--- src/rtl/ra_ld_pkg.sv ---
package ra_ld_pkg;
  typedef enum logic [2:0] {
    SRC_NONE = 3'd0,
    SRC_SB   = 3'd1,
    SRC_RC   = 3'd2,
    SRC_DC   = 3'd3,
    SRC_L2   = 3'd4
  } ld_src_e;

  typedef struct packed {
    logic    valid;
    ld_src_e src;
    logic    inv;
    logic    l2_req;
    logic    mem_req;
    logic    remove;
  } ld_res_t;
endpackage

--- src/rtl/sb_inv_bank.sv ---
module sb_inv_bank #(
  parameter int DEPTH  = 4,
  parameter int DATA_W = 32,
  localparam int IW    = $clog2(DEPTH)
) (
  input  logic                clk,
  input  logic                rst_n,
  input  logic                set_en,
  input  logic                clr_en,
  input  logic [IW-1:0]       upd_idx,
  input  logic [IW-1:0]       ld_pos,
  input  logic [DEPTH-1:0]    match,
  input  logic [DEPTH*DATA_W-1:0] data_flat,
  output logic                any_hit,
  output logic                hit_inv,
  output logic [DATA_W-1:0]   hit_data
);
  logic [DEPTH-1:0] inv_q, inv_d;
  logic             upd_en;
  logic [IW-1:0]    sel;

  // next-state of the invalid bits
  always_comb begin
    inv_d = inv_q;
    if (set_en) inv_d[upd_idx] = 1'b1;
    if (clr_en) inv_d[upd_idx] = 1'b0;
  end

  assign upd_en = set_en | clr_en;

  always_ff @(posedge clk or negedge rst_n) begin
    if (!rst_n)      inv_q <= '0;
    else if (upd_en) inv_q <= inv_d;
  end

  // youngest older match: scan downward from the load position
  always_comb begin
    logic [IW-1:0] idx;
    any_hit = 1'b0;
    sel     = '0;
    for (int k = 1; k <= DEPTH; k++) begin
      idx = IW'(ld_pos - IW'(k));
      if (!any_hit && match[idx]) begin
        any_hit = 1'b1;
        sel     = idx;
      end
    end
  end

  assign hit_inv  = inv_q[sel];
  assign hit_data = data_flat[sel*DATA_W +: DATA_W];
endmodule

--- src/rtl/ld_resolve.sv ---
module ld_resolve
  import ra_ld_pkg::*;
#(
  parameter int DATA_W = 32,
  localparam int NB    = DATA_W / 8
) (
  input  logic              ra_mode,
  input  logic              ld_valid,
  input  logic              ld_src_inv,
  input  logic              sb_any,
  input  logic              sb_inv,
  input  logic [DATA_W-1:0] sb_val,
  input  logic              rc_hit,
  input  logic [NB-1:0]     rc_byte_inv,
  input  logic [DATA_W-1:0] rc_data,
  input  logic              dc_hit,
  input  logic [DATA_W-1:0] dc_data,
  input  logic              l2_rsp_valid,
  input  logic              l2_hit,
  input  logic [DATA_W-1:0] l2_data,
  output ld_res_t           res,
  output logic [DATA_W-1:0] data
);
  always_comb begin
    res  = '0;
    data = '0;
    if (ld_valid) begin
      if (ld_src_inv) begin
        res.valid = 1'b1;
        res.inv   = 1'b1;
        res.src   = SRC_NONE;
      end else if (sb_any) begin
        res.valid = 1'b1;
        res.src   = SRC_SB;
        res.inv   = sb_inv;
        data      = sb_inv ? '0 : sb_val;
      end else if (rc_hit) begin
        res.valid = 1'b1;
        res.src   = SRC_RC;
        res.inv   = |rc_byte_inv;
        data      = (|rc_byte_inv) ? '0 : rc_data;
      end else if (dc_hit) begin
        res.valid = 1'b1;
        res.src   = SRC_DC;
        data      = dc_data;
      end else begin
        res.l2_req = 1'b1;
      end
    end else if (l2_rsp_valid) begin
      res.src = SRC_L2;
      if (l2_hit) begin
        res.valid = 1'b1;
        data      = l2_data;
      end else begin
        res.mem_req = 1'b1;
        if (ra_mode) begin
          res.valid  = 1'b1;
          res.inv    = 1'b1;
          res.remove = 1'b1;
        end
      end
    end
  end
endmodule

--- src/rtl/runahead_ld_arbiter.sv ---
module runahead_ld_arbiter
  import ra_ld_pkg::*;
#(
  parameter int SB_DEPTH = 4,
  parameter int DATA_W   = 32,
  localparam int IDX_W   = $clog2(SB_DEPTH),
  localparam int NB      = DATA_W / 8
) (
  input  logic                       clk,
  input  logic                       rst_n,
  input  logic                       ra_mode,
  input  logic                       ld_valid,
  input  logic                       ld_src_inv,
  input  logic [IDX_W-1:0]           ld_sb_pos,
  input  logic [SB_DEPTH-1:0]        sb_match,
  input  logic [SB_DEPTH*DATA_W-1:0] sb_data,
  input  logic                       rc_hit,
  input  logic [NB-1:0]              rc_byte_inv,
  input  logic [DATA_W-1:0]          rc_data,
  input  logic                       dc_hit,
  input  logic [DATA_W-1:0]          dc_data,
  input  logic                       l2_rsp_valid,
  input  logic                       l2_hit,
  input  logic [DATA_W-1:0]          l2_data,
  input  logic                       st_done_ok,
  input  logic                       st_sched_inv,
  input  logic [IDX_W-1:0]           st_idx,
  input  logic                       st_dc_miss,
  output logic                       res_valid,
  output logic [2:0]                 res_src,
  output logic [DATA_W-1:0]          res_data,
  output logic                       res_inv,
  output logic                       l2_req,
  output logic                       mem_req,
  output logic                       sched_remove,
  output logic                       pf_req
);
  logic              sb_any, sb_inv;
  logic [DATA_W-1:0] sb_val;
  ld_res_t           res_d, res_q;
  logic [DATA_W-1:0] data_d, data_q;
  logic              pf_d, pf_q;

  sb_inv_bank #(.DEPTH(SB_DEPTH), .DATA_W(DATA_W)) sb_i (
    .clk       (clk),
    .rst_n     (rst_n),
    .set_en    (st_sched_inv),
    .clr_en    (st_done_ok),
    .upd_idx   (st_idx),
    .ld_pos    (ld_sb_pos),
    .match     (sb_match),
    .data_flat (sb_data),
    .any_hit   (sb_any),
    .hit_inv   (sb_inv),
    .hit_data  (sb_val)
  );

  ld_resolve #(.DATA_W(DATA_W)) rs_i (
    .ra_mode      (ra_mode),
    .ld_valid     (ld_valid),
    .ld_src_inv   (ld_src_inv),
    .sb_any       (sb_any),
    .sb_inv       (sb_inv),
    .sb_val       (sb_val),
    .rc_hit       (rc_hit),
    .rc_byte_inv  (rc_byte_inv),
    .rc_data      (rc_data),
    .dc_hit       (dc_hit),
    .dc_data      (dc_data),
    .l2_rsp_valid (l2_rsp_valid),
    .l2_hit       (l2_hit),
    .l2_data      (l2_data),
    .res          (res_d),
    .data         (data_d)
  );

  assign pf_d = st_done_ok & st_dc_miss;

  always_ff @(posedge clk or negedge rst_n) begin
    if (!rst_n) begin
      res_q <= '0;
      pf_q  <= 1'b0;
    end else begin
      res_q <= res_d;
      pf_q  <= pf_d;
    end
  end

  always_ff @(posedge clk or negedge rst_n) begin
    if (!rst_n)           data_q <= '0;
    else if (res_d.valid) data_q <= data_d;
  end

  assign res_valid    = res_q.valid;
  assign res_src      = res_q.src;
  assign res_inv      = res_q.inv;
  assign l2_req       = res_q.l2_req;
  assign mem_req      = res_q.mem_req;
  assign sched_remove = res_q.remove;
  assign res_data     = data_q;
  assign pf_req       = pf_q;
endmodule

--- config.mk ---
export PLATFORM = sky130hd
export DESIGN_NAME = runahead_ld_arbiter
export DESIGN_NICKNAME = d
export VERILOG_FILES = /design/src/rtl/ra_ld_pkg.sv /design/src/rtl/sb_inv_bank.sv /design/src/rtl/ld_resolve.sv /design/src/rtl/runahead_ld_arbiter.sv
export SDC_FILE = /design/constraint.sdc
export NUM_CORES = 1
export LEC_CHECK = 0
export BUFFER_PORTS_ARGS = -buffer_cell sky130_fd_sc_hd__buf_2
export CORE_AREA = 2 2 112 114
export DETAILED_ROUTE_END_ITERATION = 8
export DIE_AREA = 0 0 114 116
export PLACE_DENSITY = 0.8
export SYNTH_ARGS = -nofsm -noshare
export SYNTH_HDL_FRONTEND = slang
export SYNTH_SLANG_ARGS = --single-unit
--- constraint.sdc ---
create_clock -name clk -period 1.59 [get_ports clk]
set_input_delay 0.318 -clock clk [delete_from_list [all_inputs] [get_ports clk]]
set_output_delay 0.318 -clock clk [all_outputs]
set_load 0.02 [all_outputs]
# Word level (Yosys, flattened, before mapping)

Index checks and enable logic that the tools add are counted.

Bits in registers: 45
Input bits: 248
Output and inout bits: 41
Logic and storage cells: 82

$add $sub $neg: 3
Magnitude comparators: 7
Shift-type cells: 1
Mux-type cells: 49
Bitwise gates (word level): 5
Reductions and logical operators: 8

Operator list:

| kind                | count |
|---|---|
| $mux 32             | 9 |
| $shiftx 128x8->32   | 1 |
| $mux 5              | 4 |
| $mux 1              | 19 |
| $lt 2x3->1 const B  | 6 |
| $mux 4              | 4 |
| $mux 2              | 7 |
| $bmux 1 s2          | 5 |
| $and 4x4->4         | 1 |
| $logic_and 1x1->1   | 4 |
| $not 4->4           | 1 |
| $or 4x4->4          | 1 |
| $reduce_or 4->1     | 1 |
| $sub 2x2->2 const B | 2 |
| $logic_not 1->1     | 3 |
| $demux 1 s2         | 1 |
| $ge 2x1->1 const B  | 1 |
| $sub 2x1->2 const B | 1 |
| $and 1x1->1         | 1 |
| $or 1x1->1          | 1 |

# Logic depth before layout (Yosys ltp)

Word-level depth: 19
Mapped depth: 9
Depth with buffers taken out: 6

# Modules after synthesis

From an unflattened synthesis, not the netlist that was laid out.

Cell total of the unflattened synthesis: 486
Area total of the unflattened synthesis: 4436.8 um^2

Modules (own cells, without submodules):

| module              | instances | cells an instance | area each (um^2) | sequential area each (um^2) |
|---|---|---|---|---|
| sb_inv_bank         | 1         | 233               | 1626.6           | 100.1 |
| runahead_ld_arbiter | 1         | 78                | 1576.5           | 1026.0 |
| ld_resolve          | 1         | 175               | 1233.7           | 0.0 |

# Worst setup path before layout

Ideal clock, no wire load.

Path kind: input port to flip-flop
Start: input port sb_match[1]
End: register data_q[11] (netlist: res_data[11])
Setup time: 136 ps
Arrival time: 1648 ps
Required time: 1454 ps
Slack: -194 ps
Stages: 8
Path buffers: 2
Path through: or4_4 nor4_4 or2_1 buf_6 inv_4 buf_6 o221ai_2 a31oi_1

Word-level cells in the longest chain between the ends: 18
Elaborated cells on any way between the ends: 32
Classes of those cells: shift (1); mux (25); reduce/logical (6)

RTL lines:

| what                                                                | line                      | text |
|---|---|---|
| start, declared                                                     | runahead_ld_arbiter.sv:15 | `input logic [SB_DEPTH-1:0] sb_match,` |
| parallel branches: the longest is 18 deep, another holds $bmux 1 s2 | --                        |  |
| end signal, assigned                                                | runahead_ld_arbiter.sv:91 | `else if (res_d.valid) data_q <= data_d;` |
| end, declared                                                       | runahead_ld_arbiter.sv:41 | `logic [DATA_W-1:0] data_d, data_q;` |

Several ways; the timed one is not identified. The select of a mux whose other input is x is not followed.
A chain may end at the register's enable or synchronous reset.

# Worst setup path after layout

Start: input port sb_match[0]
End: register data_q[30] (netlist: res_data[30])

Same word-level chain as after synthesis.

==> flow_metrics.py <==
metrics = {
    "power": {
        "p_per_area_nw_per_um2": 716.9,
        "p_leak_nw": 3.004,
        "ir_drop_uv": 476.7,
        "p_total_mw": 4.816,
    },
    "cells_and_area": {
        "fillers": 1081,
        "syn2layout_area_growth_pct": 45.82,
        "drive_above_1_share_pct": 47.43,
        "multi_input_area_um2": 3110,
        "diodes": 0,
        "seq_area_um2": 1126,
        "nNetsFinal": 1082,
    },
    "cts": {
        "clk_pin_slew_ns": 0.07,
        "clk_path_buf_depth": 2,
        "root_buffer": "clkbuf_16",
        "cts_buffers": 5,
        "htreeDepth": 2,
        "clkSinkCount": 45,
        "cts_tree": "done",
        "clk_latency_ns": 0.29,
        "cts_hold_buffers": 0,
    },
    "global_route": {
        "grt_pass1_vias": 5962,
        "overflow": 0,
        "grt-busiest-layer": "met2",
        "gr-usage-met2_pct": 51.03,
        "antenna_found_initial": 1,
        "track_usage_pct": 28.30,
        "grt_pass1_wl_mm": 29.59,
        "grt.met1_usage_pct": 32.76,
        "grt_max_degree": 46,
        "met3_usage_pct": 5.753,
    },
    "timing": {
        "fin_crit_sh_pct": 101.9,
        "finalSetupViolCount": 18,
        "fmax_mhz": 617.0,
        "fin_ws_ns": -0.03085,
        "rsz0062_at_grt": "yes",
        "period_minus_slack_ns": 1.621,
        "worstMarginPinSlew_ns": 0.3384,
        "finClkSkew_ns": 0.006560,
        "hold_ws_ns": -0.006325,
        "hold_viol_final": 1,
        "slew_headroom_pct": 77.44,
        "setup_tns_ns": -0.1972,
        "slew_viol_final": 0,
    },
    "synthesis": {
        "synth_cell_types": 37,
        "syn_avg_cell_area_um2": 8.212,
        "synth_top_area_share_pct": 24.44,
        "ys.flop_type": "dfrtp_1",
        "post_synth_most_frequent_cells": "130 x nor3b_1, 65 x o21ai_0, 50 x clkbuf_1, 45 x dfrtp_1, 39 x a31oi_1",
        "ys_seq_elements": 45,
        "synth_edf_count": 0,
        "synth_nets": 809,
        "ys_warn_count": 0,
        "ys_seq_area_share_pct": 24.44,
        "yosysMostFrequentCell": "nor3b_1",
        "synthArstFlopShare_pct": 100.0,
        "yosys-top-cells-area": "dfrtp_1 24%, nor3b_1 21%, o221ai_2 8.8%, o21ai_0 7.1%, a221oi_1 6.1%",
        "synth_cells": 561,
        "yosysTopAreaCell": "dfrtp_1",
        "synthesis.area_um2": 4607,
    },
    "place": {
        "dp_slack_ns": -0.4631,
        "gp_congestion": 0.8620,
        "hpwlAfterDp_mm": 14.95,
        "port_buffers": 288,
    },
    "worst_setup_path": {
        "r2r_setup_slack_ns": 0.32,
        "cp_top_family": "simple AND/OR/NAND/NOR gates",
        "cp-end-kind": "flop",
        "startpoint_type": "input pin",
        "path_max_fanout": 33,
        "worst_ep_required_time_ns": 1.75,
        "path_class": "input pin to flop",
        "arrival_ns": 1.78,
        "slowest_stage": "or4_4",
        "path_buf_inv": 2,
        "path_cells": "buf_2, or4_4, nor4_4, or2_4, inv_8, o211ai_1, a31oi_1",
        "max_stage_delay_ns": 0.54,
    },
    "drt": {
        "drc_errors": 0,
        "wl_per_cell_um": 19.90,
        "ant_nets": 0,
        "drtPass1Iterations": 5,
        "vias": 5961,
        "via_per_inst": 6.070,
        "drtIter0Drc": 416,
        "finalWirelength_mm": 19.54,
    },
    "worst_hold_path": {
        "hp-class": "input pin to async pin",
    },
    "die": {
        "die_area_um2": 13220,
        "ios": 289,
        "die_x_um": 114,
        "core_area_um2": 11910,
        "die_h_um": 116,
        "placementRows": 40,
        "initial_core_util_pct": 38.68,
    },
    "job": {
        "cap_violations": 0,
    },
    "status": {
        "violations": "negative hold slack, negative setup slack",
        "status": "finished with violations",
    },
}
area by class of cell:
type | count | share of cell area (%)
multi-input combinational | 408 | 46.30
timing repair buffer | 338 | 29.50
sequential | 45 | 16.76
tap | 147 | 2.738
clock buffer | 7 | 2.123
inverter | 36 | 2.123
clock inverter | 1 | 0.4470
metrics by stage:
stage	utilization [%]	std cells	cell area [um2]
2_1_floorplan	-	561	4618
3_3_place_gp	54.46	974	6487
3_5_place_dp	54.46	974	6487
4_1_cts	56.18	982	6691
5_1_grt	56.40	982	6718
6_report	56.40	982	6718
report_power, final:
part / internal, mW / switching (mW) / total (mW) / leakage, nW
registers: 1.29 / 0.109 / 1.40 / 0.572
clock network: 0.787 / 0.464 / 1.25 / 0.0841
logic: 0.932 / 1.23 / 2.16 / 2.35
total: 3.01 / 1.80 / 4.82 / 3.00
worst paths after layout:
check,from,depth (start not counted),to
worst min register to register,res_data[29]$_DFFE_PN0P_,2,res_data[29]$_DFFE_PN0P_
worst max-delay path,sb_match[0],7,res_data[30]$_DFFE_PN0P_
max in group asynchronous,rst_n,2,res_data[20]$_DFFE_PN0P_
worst min-delay path,rst_n,2,res_data[6]$_DFFE_PN0P_
min in group clk,st_dc_miss,2,pf_req$_DFF_PN0_
worst max register to register,sb_i.inv_q[1]$_DFFE_PN0P_,4,res_data[10]$_DFFE_PN0P_
worst register-to-register path: cells and delay by family (launching register included):
kind | cells | cell delay (ns)
buf+inv | 1 | 0.22
flops | 1 | 0.38
simple gates | 1 | 0.30
compound gates | 2 | 0.30
state kept, by name (all words and copies together), names as in the netlist:
register,cells
sb_i.inv_q,4
res_data,32
res_valid,1
l2_req,1
res_inv,1
res_src,3
mem_req,1
pf_req,1
sched_remove,1
what timing repair did:
item / in CTS / in global routing
setup endpoints to repair: 32 / 32
pin swaps: 0 / 1
gates resized for setup: 9 / 8
setup buffers: 0 / 0
cells by family (layout without fill, tap and decap cells):
kind of cell / count (synthesis) / count (layout) / synth area share (%)
DFF: 45 / 45 / 24.44
muxes: 3 / 3 / 0.7332
buffers and inverters: 108 / 382 / 9.940
and+or+nand+nor: 164 / 164 / 25.34
AOI/OAI and AO/OA: 241 / 241 / 39.54
placed cells by master, fill, tap and decap left out, drive strengths merged, types with 30 or more instances in the layout:
cell      n
buf     338
nor3b   130
o21ai    65
dfrtp    45
a31oi    39
inv      36
a21oi    35
a221oi   33
a22o     32
o221ai   30
per-layer routing:
layer	share of wire (%)	routed length, um
met5	0.067	13
met4	2.5	479
met3	8.3	1631
met2	50	9742
met1	39	7671
(Power assumes the default switching activity.)
